==> config.mk <==
export PLATFORM = sky130hd
export DESIGN_NAME = bkp_supervisor
export DESIGN_NICKNAME = d
export VERILOG_FILES = /design/src/rtl/bkp_pkg.sv /design/src/rtl/bkp_timer.sv /design/src/rtl/bkp_seal.sv /design/src/rtl/bkp_switch.sv /design/src/rtl/bkp_supervisor.sv
export SDC_FILE = /design/constraint.sdc
export NUM_CORES = 1
export LEC_CHECK = 0
export BUFFER_PORTS_ARGS = -buffer_cell sky130_fd_sc_hd__buf_2
export CORE_AREA = 2 2 39 41
export DETAILED_ROUTE_END_ITERATION = 12
export DIE_AREA = 0 0 41 43
export MAX_ROUTING_LAYER = met4
export PLACE_DENSITY_LB_ADDON = 0.25
export SLEW_MARGIN = 15
export SYNTH_ARGS = -nofsm -noshare
export SYNTH_HDL_FRONTEND = slang
export SYNTH_HIERARCHICAL = 1
export SYNTH_SLANG_ARGS = --single-unit
export TNS_END_PERCENT = 100
==> constraint.sdc <==
create_clock -name clk -period 1.3 [get_ports clk]
set_input_delay 0.39 -clock clk [delete_from_list [all_inputs] [get_ports clk]]
set_output_delay 0.39 -clock clk [all_outputs]
set_load 0.03 [all_outputs]
==> src/rtl/bkp_pkg.sv <==
package bkp_pkg;

    typedef enum logic {
        SEAL_OPEN = 1'b0,
        SEAL_SHUT = 1'b1
    } seal_e;

    typedef struct packed {
        logic supply_ok;
        logic supply_gt_bat;
        logic bat_present;
    } pwr_sense_t;

    function automatic logic [31:0] sat_inc(input logic [31:0] v, input logic [31:0] lim);
        return (v >= lim) ? lim : v + 32'd1;
    endfunction

endpackage

==> src/rtl/bkp_timer.sv <==
module bkp_timer #(
    parameter int RST_CYCLES = 20,
    parameter int REC_CYCLES = 12
) (
    input  logic clk,
    input  logic rst,
    input  logic supply_ok,
    output logic sys_rst_n,
    output logic recovered
);
    import bkp_pkg::*;

    localparam int CW = $clog2(RST_CYCLES + 1);

    logic [CW-1:0] cnt_q;
    logic [CW-1:0] cnt_nx;
    logic          rstn_q;
    logic          rec_q;

    always_comb begin
        cnt_nx = CW'(sat_inc(32'(cnt_q), 32'(RST_CYCLES)));
    end

    always_ff @(posedge clk) begin
        if (rst || !supply_ok) begin
            cnt_q  <= '0;
            rstn_q <= 1'b0;
            rec_q  <= 1'b0;
        end else begin
            cnt_q  <= cnt_nx;
            rstn_q <= (32'(cnt_nx) >= 32'(RST_CYCLES));
            rec_q  <= (32'(cnt_nx) >= 32'(REC_CYCLES));
        end
    end

    assign sys_rst_n = rstn_q;
    assign recovered = rec_q;


    sup_low_rst_chk: assert property (@(posedge clk) disable iff (rst)
        !supply_ok |=> !sys_rst_n);


    rst_release_chk: assert property (@(posedge clk) disable iff (rst)
        $rose(sys_rst_n) |-> $past(supply_ok));

    initial begin
        if (REC_CYCLES >= RST_CYCLES || REC_CYCLES < 1)
            $display("bkp_timer: REC_CYCLES must be in 1..RST_CYCLES-1");
    end
endmodule

==> src/rtl/bkp_seal.sv <==
module bkp_seal (
    input  logic clk,
    input  logic rst,
    input  logic supply_ok,
    input  logic bat_present,
    output logic seal_d,
    output logic sealed
);
    import bkp_pkg::*;

    seal_e state_q;
    seal_e state_d;
    logic  bat_prev_q;

    always_comb begin
        state_d = state_q;
        if (supply_ok)
            state_d = SEAL_OPEN;
        else if (bat_present && !bat_prev_q)
            state_d = SEAL_SHUT;
    end

    always_ff @(posedge clk) begin
        if (rst) begin
            state_q    <= SEAL_SHUT;
            bat_prev_q <= 1'b0;
        end else begin
            state_q    <= state_d;
            bat_prev_q <= bat_present;
        end
    end

    assign seal_d = (state_d == SEAL_SHUT);
    assign sealed = (state_q == SEAL_SHUT);


    attach_seal_chk: assert property (@(posedge clk) disable iff (rst)
        (bat_present && !bat_prev_q && !supply_ok) |=> sealed);


    supply_open_chk: assert property (@(posedge clk) disable iff (rst)
        supply_ok |=> !sealed);
endmodule

==> src/rtl/bkp_switch.sv <==
module bkp_switch (
    input  logic clk,
    input  logic rst,
    input  bkp_pkg::pwr_sense_t sense,
    input  logic seal_d,
    output logic on_battery
);
    logic sel_q;

    always_ff @(posedge clk) begin
        if (rst)
            sel_q <= 1'b0;
        else
            sel_q <= !sense.supply_ok && !sense.supply_gt_bat
                     && sense.bat_present && !seal_d;
    end

    assign on_battery = sel_q;


    bat_needs_low_chk: assert property (@(posedge clk) disable iff (rst)
        sense.supply_ok |=> !on_battery);
endmodule

==> src/rtl/bkp_supervisor.sv <==
module bkp_supervisor #(
    parameter int RST_CYCLES = 20,
    parameter int REC_CYCLES = 12
) (
    input  logic clk,
    input  logic rst,
    input  logic supply_ok,
    input  logic supply_gt_bat,
    input  logic bat_present,
    output logic on_battery,
    output logic sys_rst_n,
    output logic recovered,
    output logic sealed
);
    import bkp_pkg::*;

    pwr_sense_t sense;
    logic       seal_d;

    assign sense = '{supply_ok: supply_ok, supply_gt_bat: supply_gt_bat,
                     bat_present: bat_present};

    bkp_timer #(.RST_CYCLES(RST_CYCLES), .REC_CYCLES(REC_CYCLES)) u_timer (
        .clk(clk), .rst(rst), .supply_ok(supply_ok),
        .sys_rst_n(sys_rst_n), .recovered(recovered)
    );

    bkp_seal u_seal (
        .clk(clk), .rst(rst), .supply_ok(supply_ok), .bat_present(bat_present),
        .seal_d(seal_d), .sealed(sealed)
    );

    bkp_switch u_switch (
        .clk(clk), .rst(rst), .sense(sense), .seal_d(seal_d),
        .on_battery(on_battery)
    );


    rec_before_rel_chk: assert property (@(posedge clk) disable iff (rst)
        sys_rst_n |-> recovered);


    no_bat_when_sealed_chk: assert property (@(posedge clk) disable iff (rst)
        on_battery |-> !sealed);
endmodule

# Yosys cells after proc, flatten, opt, wreduce, memory -nomap -nowiden
# Index checks and enable logic that the tools add are counted.
[totals] wordCells=22 regBits=10 output_inout_bits=4 inputBits=5
[classes] reduce_logical=9 addsub=1 mux=3 magnitude_cmp=3
[ops] cell=">= comparator 5 bit (second input constant)" n=2
[ops] cell="adder 5 x 1 -> 5 bit (second input constant)" n=1
[ops] cell=">= comparator 5 x 4 -> 1 bit (second input constant)" n=1
[ops] cell="2-to-1 mux 5 bit" n=1
[ops] cell="logical AND 1 bit" n=4
[ops] cell="logical NOT 1 bit" n=4
[ops] cell="2-to-1 mux 1 bit" n=2
[ops] cell="logical OR 1 bit" n=1

# Depth between registers and ports, before layout
[depth] word_depth=6 ltp_mapped=4 ltp_nobuf=4

# By module
# The synthesis kept the hierarchy.
[by_module_without_submodules] mod="bkp_timer" area_each_um2=322.8 n_inst=1 cells_each=36
[by_module_without_submodules] mod="bkp_seal" area_each_um2=78.8 n_inst=1 cells_each=9
[by_module_without_submodules] mod="bkp_switch" area_each_um2=32.5 n_inst=1 cells_each=3

# Least setup slack after synthesis
# No wires, ideal clock.
[synth_path] path_type="flip-flop to flip-flop" from="reg u_timer.cnt_q[0]" to="reg u_timer.rec_q (netlist: u_timer/recovered)" n_path_buf=0 path_slack_ns=0.151 t_required_ns=1.226 arrival_ns=1.074 stages_incl_launch_ff=4 synth_period_minus_slack_ns=1.149 path_cell_list="dfxtp_1 ha_1 or3_1 a31oi_1"
[synth_between] elab_chain_len=3 elab_cells_between_ends=4 cone_classes="1 x add/sub; 2 x order compare; 1 x mux"
[synth_lines] element="start, declared" line_no="bkp_timer.sv:15" rtl="logic [CW-1:0] cnt_q;"
[synth_lines] element="start signal, assigned" line_no="bkp_timer.sv:30" rtl="cnt_q <= cnt_nx;"
[synth_lines] element="adder 5 x 1 -> 5 bit / >= comparator 5 bit (equally long branches)" line_no="bkp_pkg.sv:15" rtl="return (v >= lim) ? lim : v + 32'd1;"
[synth_lines] element="2-to-1 mux 5 bit *" line_no="bkp_pkg.sv:15"
[synth_lines] element=">= comparator 5 x 4 -> 1 bit *" line_no="bkp_timer.sv:32" rtl="rec_q <= (32'(cnt_nx) >= 32'(REC_CYCLES));"
[synth_lines] element="end signal, assigned" line_no="bkp_timer.sv:32"
[synth_lines] element="end, declared" line_no="bkp_timer.sv:18" rtl="logic rec_q;"
# Every way passes the cells marked *; elsewhere a longest branch is shown, timed or not.
# A chain may end at the register's enable or synchronous reset.

# Worst setup path after layout
[layout_path] from="reg u_seal.state_q (netlist: u_seal/sealed)" to="out sealed"
[layout_rtl] element="start, declared" line_no="bkp_seal.sv:11" rtl="seal_e state_q;"
[layout_rtl] element="start signal, assigned" line_no="bkp_seal.sv:28" rtl="state_q <= state_d;"
[layout_rtl] element="end, declared" line_no="bkp_supervisor.sv:13" rtl="output logic sealed"
# No word-level cell between the ends.

==> results.py <==
metrics = {
    "clock_tree": {
        "htreeDepth": 1,
        "numCtsBuffers": 3,
        "clkTransAtPathRegs_ns": 0.06,
        "cts_root_buffer": "clkbuf_4",
        "cts_hold_buf": 0,
        "clk_latency_ns": 0.26,
        "clock_path_buffers": 2,
        "clkSinkCount": 10,
        "cts_tree": "built",
        "cts_setup_buffers": 0,
    },
    "pwr": {
        "switching_share_pct": 21.0,
        "peakVddDrop_uv": 640,
        "power.share.sequential_pct": 50.5,
        "p_leak_nw": 0.214,
        "powerDensity_nw_per_um2": 1220,
        "combPwrFrac_pct": 6.0,
        "clkPwrFrac_pct": 43.5,
        "p_switching_mw": 0.133,
        "intPower_mw": 0.500,
    },
    "final_layout": {
        "synthToLayoutAreaGrowth_pct": 19.9,
        "final_util_pct": 37.6,
        "fill_cells": 142,
        "drive_gt1_share_pct": 25.9,
        "instances_no_fill": 74,
        "multi_input_area_um2": 201,
        "diodes": 0,
        "regArea_um2": 200,
        "layout.nets": 66,
    },
    "timing": {
        "worstMarginPinSlew_ns": 0.279,
        "fin_crit_ns": 1.20,
        "slew_headroom_pct": 81.4,
        "max_freq_ghz": 0.836,
        "fin_crit_sh_pct": 92.0,
        "grt_setup_unrepaired": "false",
        "holdWs_ns": 0.333,
        "finalHoldViolCount": 0,
        "skew_ns": 0.00299,
        "maxSlewViolCount": 0,
        "tns_ns": 0,
        "setup_violations": 0,
    },
    "placement": {
        "placedCellCount": 70,
        "gp_congestion": 0.661,
        "port_buffers": 8,
        "dp_hpwl_um": 506,
    },
    "route": {
        "routed_wirelength_um": 679,
        "wl_per_cell_um": 9.18,
        "detail-route-antenna-nets": 0,
        "num_vias": 351,
        "drc": 0,
        "drt_pass1_iterations": 4,
        "vias_per_cell": 4.74,
        "drtIter0Drc": 16,
    },
    "synth": {
        "ys_seq_elements": 10,
        "synth_fa_ha_area_share_pct": 5.76,
        "synth.yosys.warnings": 6,
        "synthCells": 48,
        "yosysSeqAreaShare_pct": 46.1,
        "syn_nets": 55,
        "syn_area_um2": 434,
        "synth_xor_area_share_pct": 2.02,
        "synth-compound-area-share_pct": 11.2,
        "synthSimpleGateAreaFrac_pct": 26.8,
        "synth_mux_area_share_pct": 0,
        "synth_top_family_by_area": "simple AND/OR/NAND/NOR gates",
        "avgSynthCellArea_um2": 9.05,
        "synth.distinct_cells": 24,
    },
    "hold_path": {
        "hold_path_class": "input port to flop",
        "hold_start": "rst",
        "min_path_cells": 2,
        "hold_path_end": "u_seal/bat_prev_q$_SDFF_PP0_",
    },
    "floorplan": {
        "rows": 14,
        "die_height_um": 43,
        "core-area_um2": 1380,
        "io_pins": 9,
        "die_w_um": 41,
        "die-area_um2": 1760,
        "start_util_pct": 31.4,
    },
    "setup_path": {
        "rrSetupSlack_ns": 0.14,
        "critical_path.top_delay_family": "flip-flops",
        "worst-setup-path-type": "flop to output pin",
        "r2r_end": "u_timer/recovered$_SDFF_PP0_",
        "start_kind": "flop",
        "r2r_start": "u_timer/cnt_q[0]$_SDFF_PP0_",
        "cp-end-kind": "output pin",
        "arrival_ns": 0.81,
        "crit_required_ns": 0.91,
        "cp_max_fo": 3,
        "cp.depth": 1,
        "slowest_delay_ns": 0.34,
        "crit_buf_inv": 1,
        "crit_path_top_delay_cell": "dfxtp_1",
        "crit_chain": "buf_2",
        "reg2reg_depth": 3,
    },
    "run": {
        "cap_violations": 0,
    },
    "global_routing": {
        "grt_max_degree": 10,
        "grt_util_all_layers_pct": 11.7,
        "antenna_found_initial": 0,
        "grt_pass1_vias": 303,
        "grt_pass1_wl_mm": 1.27,
        "overflow": 0,
    },
    "status": {
        "status": "complete, no violations",
    },
}
## per-layer routing
layer / up-vias / GRT usage, % / share of wire (%)
met5: - / - / 0
li1: 189 / - / -
met3: 2 / 9.42 / 9.6
met4: 0 / 4.00 / 0.88
met2: 14 / 15.0 / 42
met1: 146 / 13.5 / 47
## repair_timing
item | CTS | global route
hold endpoints to repair | 0 | 0
gates resized for setup | 0 | 1
endpoints found under the setup margin | 0 | 2
## power by group through the flow
stage	Sequential [mW]	Clock [mW]	Combinational, mW
final	0.320	0.275	0.0380
after global routing	0.321	0.297	0.0437
after global placement	0.326	0	0.0382
after CTS	0.319	0.288	0.0384
after floorplan	0.332	0	0.0172
after detailed placement	0.327	0	0.0383
## synth_stat cells
cell type | count | share of area [%]
and4b_1 | 1 | 2.3
buf_6 | 1 | 2.6
nor3b_1 | 1 | 1.7
nor2_1 | 3 | 2.6
inv_1 | 4 | 3.5
nand2b_1 | 3 | 4.3
and2_1 | 1 | 1.4
xor2_1 | 1 | 2.0
dfxtp_1 | 10 | 46
a31oi_1 | 3 | 4.3
nor3_1 | 3 | 3.5
nor4_1 | 2 | 2.9
a21oi_1 | 2 | 2.3
nor2b_1 | 1 | 1.4
nand3_1 | 1 | 1.2
o21ai_1 | 1 | 1.2
a211oi_1 | 1 | 1.7
clkbuf_1 | 1 | 0.86
nand3_2 | 1 | 2.3
o211ai_1 | 1 | 1.7
ha_1 | 2 | 5.8
or3_1 | 1 | 1.4
buf_2 | 1 | 1.2
nand2_1 | 2 | 1.7
## final cells by class
type | instances | share of cell area, %
clock buffer | 4 | 6.97
inverter | 4 | 2.88
multi-input combinational | 31 | 38.7
sequential | 10 | 38.5
tap | 16 | 3.85
timing repair buffer | 9 | 9.13
## registers in the layout, summed over array words and instances (netlist names)
signal,count
u_seal/sealed,1
u_timer/sys_rst_n,1
u_timer/cnt_q,5
u_switch/on_battery,1
u_seal/bat_prev_q,1
u_timer/recovered,1
## worst reg2reg max path, stage by stage, from the launching register on
cell	delay [ns]
dfxtp_1	0.35
ha_2	0.24
or3_1	0.35
a31oi_1	0.16
## worst max-delay path by stage
stage	startpoint	end	slack (ns)
after floorplan	u_timer/cnt_q[0]$_SDFF_PP0_	u_timer/recovered$_SDFF_PP0_	0.15
after global placement	u_timer/cnt_q[0]$_SDFF_PP0_	u_timer/recovered$_SDFF_PP0_	0.12
after detailed placement	u_timer/cnt_q[0]$_SDFF_PP0_	u_timer/recovered$_SDFF_PP0_	0.09
after CTS	u_timer/cnt_q[0]$_SDFF_PP0_	u_timer/recovered$_SDFF_PP0_	0.07
after global routing	u_timer/cnt_q[0]$_SDFF_PP0_	u_timer/sys_rst_n$_SDFF_PP0_	0.05
final	u_seal/sealed$_SDFF_PP1_	sealed	0.10
## stage by stage
| stage | area [um2] | power, mW | setup WS, ns |
|---|---|---|---|
| floorplan | 434 | 0.349 | 0.151 |
| detailed placement | 482 | 0.365 | 0.0850 |
| global route | 520 | 0.661 | 0.0455 |
| global placement | 482 | 0.365 | 0.119 |
| CTS | 518 | 0.646 | 0.0676 |
| finish | 520 | 0.633 | 0.103 |
## cells by family (layout without fill, tap and decap cells)
| group | Yosys count | in the layout |
|---|---|---|
| simple gates | 20 | 20 |
| compound gates | 8 | 8 |
| buf+inv | 7 | 17 |
| flops | 10 | 10 |
| fa+ha+maj | 2 | 2 |
| xor+xnor | 1 | 1 |
## layout by cell type, fill, tap and decap left out, types with 2 or more instances in the layout
| master | count |
|---|---|
| a31oi_1 | 3 |
| clkbuf_4 | 3 |
| nor4_1 | 2 |
| buf_2 | 8 |
| dfxtp_1 | 10 |
| a21oi_1 | 2 |
| nand2b_1 | 3 |
| nand2_1 | 2 |
| nor2_1 | 3 |
| nor3_1 | 3 |
| inv_1 | 4 |
(Power assumes the default switching activity.)
